$ cat src/rtl/uart_route_pkg.sv
package uart_route_pkg;

    typedef enum logic [1:0] {
        CH_NORMAL = 2'd0,
        CH_ECHO   = 2'd1,
        CH_LOCAL  = 2'd2,
        CH_REMOTE = 2'd3
    } chan_mode_e;

    typedef enum logic {
        TMR_IDLE = 1'b0,
        TMR_RUN  = 1'b1
    } tmr_state_e;

    localparam int CTRL_W           = 9;
    localparam logic [CTRL_W-1:0] CTRL_RESET = 9'h128;
    localparam int CB_RX_FLUSH      = 0;
    localparam int CB_TX_FLUSH      = 1;
    localparam int CB_RX_ON         = 2;
    localparam int CB_RX_OFF        = 3;
    localparam int CB_TX_ON         = 4;
    localparam int CB_TX_OFF        = 5;

endpackage

$ cat src/rtl/uart_route_steer.sv
module uart_route_steer
    import uart_route_pkg::*;
#(
    parameter int DW = 8
) (
    input  chan_mode_e     mode,
    input  logic           rx_on,
    input  logic           tx_on,
    input  logic           ser_valid,
    input  logic [DW-1:0]  ser_data,
    input  logic           host_wr,
    input  logic [DW-1:0]  host_wdata,
    output logic           fifo_push,
    output logic [DW-1:0]  fifo_din,
    output logic           txq_push,
    output logic [DW-1:0]  txq_din
);

    logic          rx_req;
    logic          tx_req;

    always_comb begin
        rx_req   = 1'b0;
        fifo_din = '0;
        tx_req   = 1'b0;
        txq_din  = '0;
        unique case (mode)
            CH_NORMAL: begin
                rx_req   = ser_valid;
                fifo_din = ser_data;
                tx_req   = host_wr;
                txq_din  = host_wdata;
            end
            CH_ECHO: begin
                rx_req   = ser_valid;
                fifo_din = ser_data;
                tx_req   = ser_valid;
                txq_din  = ser_data;
            end
            CH_LOCAL: begin
                rx_req   = host_wr;
                fifo_din = host_wdata;
            end
            CH_REMOTE: begin
                tx_req   = ser_valid;
                txq_din  = ser_data;
            end
        endcase
    end

    assign fifo_push = rx_req & rx_on;
    assign txq_push  = tx_req & tx_on;

endmodule

$ cat src/rtl/uart_route_fifo.sv
module uart_route_fifo #(
    parameter int DEPTH = 64,
    parameter int DW    = 8,
    localparam int AW   = (DEPTH > 1) ? $clog2(DEPTH) : 1,
    localparam int CW   = $clog2(DEPTH + 1)
) (
    input  logic           clk,
    input  logic           rst_n,
    input  logic           flush,
    input  logic           push,
    input  logic [DW-1:0]  din,
    input  logic           rd_req,
    input  logic           rd_en,
    output logic [DW-1:0]  rd_data,
    output logic [CW-1:0]  count,
    output logic           accepted,
    output logic           overrun
);

    logic [DW-1:0] mem [DEPTH];
    logic [AW-1:0] wptr_q;
    logic [CW-1:0] cnt_q;
    logic [DW-1:0] rd_q;
    logic          ovr_q;
    logic          full;
    logic          pop_ok;
    logic [CW:0]   rsum;
    logic [AW-1:0] rptr;
    logic [AW-1:0] wptr_nx;

    assign full     = (cnt_q == CW'(DEPTH));
    assign accepted = push & ~full & ~flush;
    assign pop_ok   = rd_req & rd_en & (cnt_q != '0) & ~flush;

    // oldest entry sits count places behind the write pointer
    always_comb begin
        rsum = (CW+1)'(wptr_q) + (CW+1)'(DEPTH) - (CW+1)'(cnt_q);
        if (rsum >= (CW+1)'(DEPTH)) begin
            rptr = AW'(rsum - (CW+1)'(DEPTH));
        end else begin
            rptr = AW'(rsum);
        end
        wptr_nx = (wptr_q == AW'(DEPTH - 1)) ? '0 : wptr_q + AW'(1);
    end

    always_ff @(posedge clk) begin
        if (accepted) begin
            mem[wptr_q] <= din;
        end
    end

    always_ff @(posedge clk or negedge rst_n) begin
        if (!rst_n) begin
            wptr_q <= '0;
            cnt_q  <= '0;
            rd_q   <= '0;
            ovr_q  <= 1'b0;
        end else begin
            if (rd_req) begin
                rd_q <= (rd_en && cnt_q != '0) ? mem[rptr] : '0;
            end
            if (flush) begin
                wptr_q <= '0;
                cnt_q  <= '0;
                ovr_q  <= 1'b0;
            end else begin
                ovr_q <= push & full;
                if (accepted) begin
                    wptr_q <= wptr_nx;
                end
                unique case ({accepted, pop_ok})
                    2'b10:   cnt_q <= cnt_q + CW'(1);
                    2'b01:   cnt_q <= cnt_q - CW'(1);
                    default: cnt_q <= cnt_q;
                endcase
            end
        end
    end

    assign rd_data = rd_q;
    assign count   = cnt_q;
    assign overrun = ovr_q;

endmodule

$ cat src/rtl/uart_route_idle_timer.sv
module uart_route_idle_timer
    import uart_route_pkg::*;
#(
    parameter int CTW = 16,
    localparam int TW = CTW + 2
) (
    input  logic           clk,
    input  logic           rst_n,
    input  logic           kick,
    input  logic           cancel,
    input  logic [CTW-1:0] char_time,
    input  logic           cfg_nz,
    output logic           fire
);

    tmr_state_e    state_q, state_d;
    logic [TW-1:0] cnt_q, cnt_d;
    logic [TW-1:0] reload;
    logic          expire;
    logic          fire_q;

    assign reload = {char_time, 2'b00};

    always_comb begin
        state_d = state_q;
        cnt_d   = cnt_q;
        expire  = 1'b0;
        unique case (state_q)
            TMR_IDLE: begin
                if (kick && reload != '0) begin
                    state_d = TMR_RUN;
                    cnt_d   = reload;
                end
            end
            TMR_RUN: begin
                if (cancel) begin
                    state_d = TMR_IDLE;
                    cnt_d   = '0;
                end else if (kick) begin
                    state_d = (reload != '0) ? TMR_RUN : TMR_IDLE;
                    cnt_d   = reload;
                end else if (cnt_q == TW'(1)) begin
                    state_d = TMR_IDLE;
                    cnt_d   = '0;
                    expire  = 1'b1;
                end else begin
                    cnt_d   = cnt_q - TW'(1);
                end
            end
        endcase
    end

    always_ff @(posedge clk or negedge rst_n) begin
        if (!rst_n) begin
            state_q <= TMR_IDLE;
            cnt_q   <= '0;
        end else begin
            state_q <= state_d;
            cnt_q   <= cnt_d;
        end
    end

    always_ff @(posedge clk or negedge rst_n) begin
        if (!rst_n) begin
            fire_q <= 1'b0;
        end else begin
            fire_q <= expire & cfg_nz;
        end
    end

    assign fire = fire_q;

endmodule

$ cat src/rtl/uart_rx_route.sv
module uart_rx_route
    import uart_route_pkg::*;
#(
    parameter int DEPTH = 64,
    parameter int DW    = 8,
    parameter int CTW   = 16,
    parameter int TOW   = 8,
    localparam int CW   = $clog2(DEPTH + 1)
) (
    input  logic              clk,
    input  logic              rst_n,
    input  logic [1:0]        chan_mode,
    input  logic              ctrl_wr,
    input  logic [CTRL_W-1:0] ctrl_wdata,
    output logic [CTRL_W-1:0] ctrl_rd,
    input  logic              ser_valid,
    input  logic [DW-1:0]     ser_data,
    input  logic              host_wr,
    input  logic [DW-1:0]     host_wdata,
    input  logic              host_rd,
    output logic [DW-1:0]     rd_data,
    output logic [CW-1:0]     rx_count,
    input  logic [CTW-1:0]    char_time,
    input  logic [TOW-1:0]    timeout_val,
    output logic              tx_push,
    output logic [DW-1:0]     tx_data,
    output logic              tx_flush,
    output logic              ovr_pulse,
    output logic              tmo_pulse
);

    logic [CTRL_W-1:0] ctrl_q;
    logic              rx_on, tx_on, rx_flush;
    logic              fifo_push, txq_push, accepted;
    logic [DW-1:0]     fifo_din, txq_din;
    logic              tx_push_q, tx_flush_q;
    logic [DW-1:0]     tx_data_q;
    logic [CTRL_W-1:0] self_clear;

    assign self_clear = CTRL_W'((1 << CB_RX_FLUSH) | (1 << CB_TX_FLUSH));
    assign rx_on    = ctrl_q[CB_RX_ON] & ~ctrl_q[CB_RX_OFF];
    assign tx_on    = ctrl_q[CB_TX_ON] & ~ctrl_q[CB_TX_OFF];
    assign rx_flush = ctrl_wr & ctrl_wdata[CB_RX_FLUSH];

    always_ff @(posedge clk or negedge rst_n) begin
        if (!rst_n) begin
            ctrl_q     <= CTRL_RESET;
            tx_flush_q <= 1'b0;
            tx_push_q  <= 1'b0;
            tx_data_q  <= '0;
        end else begin
            if (ctrl_wr) begin
                ctrl_q <= ctrl_wdata & ~self_clear;
            end
            tx_flush_q <= ctrl_wr & ctrl_wdata[CB_TX_FLUSH];
            tx_push_q  <= txq_push;
            tx_data_q  <= txq_push ? txq_din : '0;
        end
    end

    uart_route_steer #(.DW(DW)) u_steer (
        .mode       (chan_mode_e'(chan_mode)),
        .rx_on      (rx_on),
        .tx_on      (tx_on),
        .ser_valid  (ser_valid),
        .ser_data   (ser_data),
        .host_wr    (host_wr),
        .host_wdata (host_wdata),
        .fifo_push  (fifo_push),
        .fifo_din   (fifo_din),
        .txq_push   (txq_push),
        .txq_din    (txq_din)
    );

    uart_route_fifo #(.DEPTH(DEPTH), .DW(DW)) u_fifo (
        .clk      (clk),
        .rst_n    (rst_n),
        .flush    (rx_flush),
        .push     (fifo_push),
        .din      (fifo_din),
        .rd_req   (host_rd),
        .rd_en    (rx_on),
        .rd_data  (rd_data),
        .count    (rx_count),
        .accepted (accepted),
        .overrun  (ovr_pulse)
    );

    uart_route_idle_timer #(.CTW(CTW)) u_timer (
        .clk       (clk),
        .rst_n     (rst_n),
        .kick      (accepted),
        .cancel    (rx_flush),
        .char_time (char_time),
        .cfg_nz    (timeout_val != '0),
        .fire      (tmo_pulse)
    );

    assign ctrl_rd  = ctrl_q;
    assign tx_push  = tx_push_q;
    assign tx_data  = tx_data_q;
    assign tx_flush = tx_flush_q;

endmodule

$ cat config.mk
export PLATFORM = sky130hd
export DESIGN_NAME = uart_rx_route
export DESIGN_NICKNAME = d
export VERILOG_FILES = /design/src/rtl/uart_route_pkg.sv /design/src/rtl/uart_route_steer.sv /design/src/rtl/uart_route_fifo.sv /design/src/rtl/uart_route_idle_timer.sv /design/src/rtl/uart_rx_route.sv
export SDC_FILE = /design/constraint.sdc
export NUM_CORES = 1
export LEC_CHECK = 0
export CORE_ASPECT_RATIO = 1.25
export CORE_MARGIN = 2
export CORE_UTILIZATION = 61
export DETAILED_ROUTE_END_ITERATION = 8
export GPL_ROUTABILITY_DRIVEN = 1
export PLACE_DENSITY = 0.86
export SLEW_MARGIN = 10
export SYNTH_ARGS = -nofsm -noshare
export SYNTH_HDL_FRONTEND = slang
export SYNTH_HIERARCHICAL = 1
export SYNTH_SLANG_ARGS = --single-unit
$ cat constraint.sdc
create_clock -name clk -period 3.92 [get_ports clk]
set_input_delay 0.392 -clock clk [delete_from_list [all_inputs] [get_ports clk]]
set_output_delay 0.392 -clock clk [all_outputs]
set_load 0.01 [all_outputs]
# Word level (Yosys, flattened, before mapping)
# Memories as Yosys holds them, arrays and structs flattened.
# Cells that the tools add are included.
# totals
inputBits	57
ramBits	512
word_cells	87
register_bits	59
n_memories	1
# memory_table
name	words	width	read_ports	rd_ports_with_merged_regs	write_ports	line_no	text
u_fifo.mem	64	8	1	0	1	uart_route_fifo.sv:20	logic [DW-1:0] mem [DEPTH];
# classes
bitwise	18
addsub	7
magnitude_cmp	1
reduce_logical	10
mux	30
eq_ne	9
# op_table
cell	n
$mux W18	4
$pmux W18 S2	1
$pmux W8 S2	2
$mux W6	4
$eq A18 B1 Y1 const B	1
$reduce_bool A18 Y1	1
$sub A18 B1 Y18 const B	1
$mux W8	2
$pmux W7 S2	1
$and A1 B1 Y1	13
$mux W1	12
$add A6 B7 Y8 const B	1
$ge A8 B7 Y1 const B	1
$reduce_bool A8 Y1	1
$sub A8 B7 Y8	1
$add A7 B1 Y7 const B	1
$eq A7 B7 Y1 const B	1
$mux W7	1
$reduce_bool A7 Y1	1
$sub A7 B1 Y7 const B	1
$add A6 B1 Y6 const B	1
$eq A2 B2 Y1 const B	3
$eq A6 B6 Y1 const B	1
$pmux W1 S2	3
other kinds (9)	16

# Longest topological paths before layout
# depth
ltp_word	10
mapped_depth	14
mapped_depth_nobuf	13

# Modules after synthesis
# The synthesis kept the hierarchy.
# modules_own_cells
module	instances	area_per_inst_um2	cells_each	seq_area_each_um2
uart_route_fifo	1	21566.9	1077	15925.3
uart_route_idle_timer	1	1373.8	153	500.5
uart_rx_route	1	658.1	43	429.2
uart_route_steer	1	225.2	28	0.0

# Worst setup path after synthesis
# Ideal clock, no wire load.
# synth_path
kind	flip-flop to flip-flop
start	register u_fifo.cnt_q[0], in the netlist u_fifo/count[0]
end	register u_fifo.cnt_q[6], in the netlist u_fifo/count[6]
path_slack_ns	0.633
required_ns	3.795
stages_incl_launch_ff	11
t_arrival_ns	3.162
period_less_slack_ns	3.287
path_cell_list	dfrtp_1 -> nor4_2 -> a31oi_1 -> nor3_1 -> ha_1 -> a21o_1 -> a21oi_1 -> o21bai_1 -> a21oi_1 -> mux2i_1 -> mux2_2
# synth_between
elab_chain_len	7
word_cells_on_any_way	14
cone_classes	add/sub: 2; eq/ne: 3; mux: 2; bitwise: 5; reduce/logical: 2
# synth_lines
element	line_no	text
start, declared	uart_route_fifo.sv:22	logic [CW-1:0] cnt_q;
start signal, assigned	uart_route_fifo.sv:72	2'b10: cnt_q <= cnt_q + CW'(1);
start signal, assigned	uart_route_fifo.sv:73	2'b01: cnt_q <= cnt_q - CW'(1);
start signal, assigned	uart_route_fifo.sv:74	default: cnt_q <= cnt_q;
$eq A7 B7 Y1	uart_route_fifo.sv:31	assign full = (cnt_q == CW'(DEPTH));
$not A1 Y1	uart_route_fifo.sv:32	assign accepted = push & ~full & ~flush;
$and A1 B1 Y1 (2 in series)	uart_route_fifo.sv:32	
$eq A2 B1 Y1 / $eq A2 B2 Y1 (equally long branches)	uart_route_fifo.sv:71	unique case ({accepted, pop_ok})
$pmux W7 S2	uart_route_fifo.sv:71	
$mux W7	uart_route_fifo.sv:62	if (flush) begin
# Parallel ways exist; a longest one is shown, timed or not.
# A chain may end at the register's enable or synchronous reset.

# Worst setup path after layout
# layout_path
start	register u_fifo.wptr_q[0]
end	register u_fifo.rd_q[4], in the netlist u_fifo/rd_data[4]
# layout_between
elab_chain_len	6
word_cells_on_any_way	7
cone_classes	add/sub: 3; order compare: 1; mux: 2; memory: 1
# layout_lines
element	line_no	text
start, declared	uart_route_fifo.sv:21	logic [AW-1:0] wptr_q;
start signal, assigned	uart_route_fifo.sv:69	wptr_q <= wptr_nx;
$add A6 B7 Y8 *	uart_route_fifo.sv:37	rsum = (CW+1)'(wptr_q) + (CW+1)'(DEPTH) - (CW+1)'(cnt_q);
$sub A8 B7 Y8 *	uart_route_fifo.sv:37	
$ge A8 B7 Y1 / $sub A6 B1 Y6 (equally long branches)	uart_route_fifo.sv:38, uart_route_fifo.sv:39	
$mux W6 *	uart_route_fifo.sv:38	if (rsum >= (CW+1)'(DEPTH)) begin
$mem_v2 Z64 W8 *	n/a	
$mux W8 *	uart_route_fifo.sv:60	rd_q <= (rd_en && cnt_q != '0) ? mem[rptr] : '0;
end signal, assigned	uart_route_fifo.sv:60	
end, declared	uart_route_fifo.sv:23	logic [DW-1:0] rd_q;
# Every way passes the cells marked *; elsewhere a longest branch is shown, timed or not.

==> flow_metrics.env <==
export IMPL_status="completed"
export IMPL_die_w_um=181
export IMPL_top_usage_layer="met2"
export IMPL_viasPerCell=6.69
export IMPL_clk_pin_slew_ps=70
export IMPL_dieArea_um2=40700
export IMPL_grt_usage_pct=29.0
export IMPL_start_util_pct=62.1
export IMPL_worst_hold_path_type="in2reg"
export IMPL_use_met1_pct=35.0
export IMPL_p_per_area_nw_per_um2=735
export IMPL_avgSynthCellArea_um2=18.3
export IMPL_leakage_uw=0.00917
export IMPL_antenna_found_initial=2
export IMPL_grt_pass1_wl_um=87000
export IMPL_num_vias=13500
export IMPL_die_h_um=225
export IMPL_synth_edff_count=512
export IMPL_ant_nets=0
export IMPL_worstHoldStart="ctrl_wdata[1]"
export IMPL_drt_iter0_drc=1476
export IMPL_reg2regPathDepth=10
export IMPL_rsz0062_at_grt="false"
export IMPL_hold_viol=0
export IMPL_grt_pass1_vias=14000
export IMPL_syn_area_um2=23800
export IMPL_yosysWarnings=6
export IMPL_tritoncts="done"
export IMPL_tightest_slew_ps=1230
export IMPL_use_met3_pct=6.24
export IMPL_async_reset_ff_share_pct=10.3
export IMPL_ctsHtreeMaxLevel=2
export IMPL_cts_buffers=51
export IMPL_fillerInstances=2094
export IMPL_num_rows=80
export IMPL_core_um2=38300
export IMPL_diodes=0
export IMPL_avgRoutedWirePerCell_um=28.6
export IMPL_gp_congestion=0.920
export IMPL_grt_max_degree=65
export IMPL_ir_drop_uv=657
export IMPL_dpl_hpwl_um=35600
export IMPL_netlist_top_cells_count="edfxtp_1 (512), mux4_2 (129), nor2_1 (96)"
export IMPL_synth_ff_type="edfxtp_1"
export IMPL_first_pass_iters=5
export IMPL_dpl_cell_area_um2=25800
export IMPL_regToRegSetupSlack_ps=140
export IMPL_area_growth_pct=15.8
export IMPL_skew_ps=33.8
export IMPL_cp_end_kind="flip-flop"
export IMPL_cp_max_fo=47
export IMPL_finalSetupTns_ps=0
export IMPL_reg2reg_to="u_fifo/rd_data[4]$_DFFE_PN0P_"
export IMPL_use_met2_pct=49.9
export IMPL_holdPathEnd="tx_flush$_DFF_PN0_"
export IMPL_ys_types=82
export IMPL_drc=0
export IMPL_max_clock_freq_mhz=265
export IMPL_drv_cap=0
export IMPL_cp_start_kind="flip-flop"
export IMPL_finalMaxSlewViolations=0
export IMPL_layout_drive_gt1_share_pct=24.5
export IMPL_stdcell_area_um2=27600
export IMPL_synthCells=1301
export IMPL_fin_crit_sh_pct=96.3
export IMPL_portBuffers=90
export IMPL_required_ps=4340
export IMPL_hold_depth=2
export IMPL_fin_nets=1556
export IMPL_ios=93
export IMPL_cts_sinks=571
export IMPL_synth_most_common_cell="edfxtp_1"
export IMPL_arrival_ps=4190
export IMPL_period_needed_ps=3780
export IMPL_clockBufferDepth=3
export IMPL_worstSkewPairLatency_ps=590
export IMPL_synthTopCellsByArea="edfxtp_1 (65%), mux4_2 (12%), dfrtp_1 (5.9%), mux2i_1 (2.8%), nor2_1 (1.5%)"
export IMPL_max_slew_margin_pct=18.2
export IMPL_path_class="reg2reg"
export IMPL_yosysTopAreaCell="edfxtp_1"
export IMPL_cts_root_buf="clkbuf_16"
export IMPL_synth_yosys_seq_area_share_pct=70.7
export IMPL_final_core_util_pct=72.0
export IMPL_reg2reg_from="u_fifo/wptr_q[0]$_DFFE_PN0P_"
export IMPL_synth_top_cell_area_share_pct=64.5
export IMPL_finalSetupViolCount=0
export IMPL_grt_ovfl_total=0
export IMPL_synth_seq_cells=571
export IMPL_drt_total_wl_um=57700
export IMPL_ctsResizeCount=0
[worst max-delay path by stage]
stage / endpoint / slack [ps] / start
after CTS: u_fifo/rd_data[4]$_DFFE_PN0P_ / 200 / u_fifo/wptr_q[0]$_DFFE_PN0P_
after floorplan: u_fifo/count[6]$_DFFE_PN0P_ / 630 / u_fifo/count[0]$_DFFE_PN0P_
final: u_fifo/rd_data[4]$_DFFE_PN0P_ / 140 / u_fifo/wptr_q[0]$_DFFE_PN0P_
after global placement: u_fifo/count[6]$_DFFE_PN0P_ / 370 / chan_mode[1]
after detailed placement: u_fifo/rd_data[5]$_DFFE_PN0P_ / 290 / u_fifo/wptr_q[0]$_DFFE_PN0P_
after global routing: u_fifo/rd_data[2]$_DFFE_PN0P_ / 30 / u_fifo/wptr_q[0]$_DFFE_PN0P_
[sequential cells by signal, summed over array words and instances, names as in the netlist]
register / flops
tx_push: 1
u_fifo/overrun: 1
u_fifo/count: 7
ctrl_rd: 7
u_timer/fire: 1
u_timer/state_q: 1
u_fifo/rd_data: 8
u_fifo/mem: 512
u_fifo/wptr_q: 6
u_timer/cnt_q: 18
tx_data: 8
tx_flush: 1
[cell families after synthesis]
kind of cell               count (synthesis)  share of synthesized area, %
and+or+nand+nor                          276                          5.71
adders and majority gates                 15                         0.851
AOI/OAI and AO/OA                        133                          4.14
DFF                                      571                          70.7
buffers and inverters                     80                          2.17
muxes                                    209                          15.7
other                                      1                        0.0157
xor gates and xnor gates                  16                         0.620
[power by group]
part,internal (µW),switching [µW],leakage (µW)
Combinational,3730,4280,0.00315
Sequential,6830,236,0.00516
Clock,2970,2220,0.000856
[final cells by class]
class	instances	area [µm²]	area share (%)
tap	492	616	2.23
clock buffer	56	1320	4.77
inverter	17	63.8	0.231
sequential	571	16900	61.1
multi-input combinational	651	6520	23.6
timing repair buffer	192	1790	6.49
clock inverter	39	428	1.55
[worst max-delay path, cell delays in order (launching register included)]
cell	delay, ps
dfrtp_1	470
inv_1	180
ha_4	170
inv_1	50
fa_4	860
buf_12	350
mux4_2	580
mux2i_1	400
mux2i_1	140
mux2i_1	210
o2111ai_1	170
[placed cells by master, fill, tap and decap left out, types with 8 or more instances in the layout]
master / instances
edfxtp_1: 512
mux4_2: 129
nor2_1: 96
buf_4: 91
clkdlybuf4s50_1: 89
nand2_1: 73
mux2i_1: 66
dfrtp_1: 56
clkbuf_16: 52
nand3_1: 27
a21oi_1: 20
o21ai_0: 19
inv_1: 17
clkinv_2: 15
and2_1: 12
ha_1: 12
a22o_1: 11
o211ai_1: 10
buf_12: 10
o2111ai_1: 9
bufinv_16: 8
nand4_1: 8
xnor2_1: 8
o31ai_1: 8
[metrics by stage]
stage,hold WS (ps),total power [µW],setup WS [ps],cells
after floorplan,96.4,13000,633,1302
after global placement,480,14800,366,1921
after detailed placement,496,15000,295,1921
after CTS,390,20300,196,2017
after global routing,400,20900,29.9,2018
final,413,20300,145,2018
[per-layer routing]
metal | wire [µm] | up-vias | part of all wire, %
met5 | 26 | - | 0.045
met4 | 3150 | 4 | 5.5
met3 | 5460 | 212 | 9.5
met2 | 29800 | 887 | 52
met1 | 19200 | 6806 | 33
li1 | - | 5600 | -
[timing repair]
item	CTS	global route
hold buffers	1	0
buffers inserted	0	0
hold endpoints to repair	27	0
(Power assumes the default switching activity.)
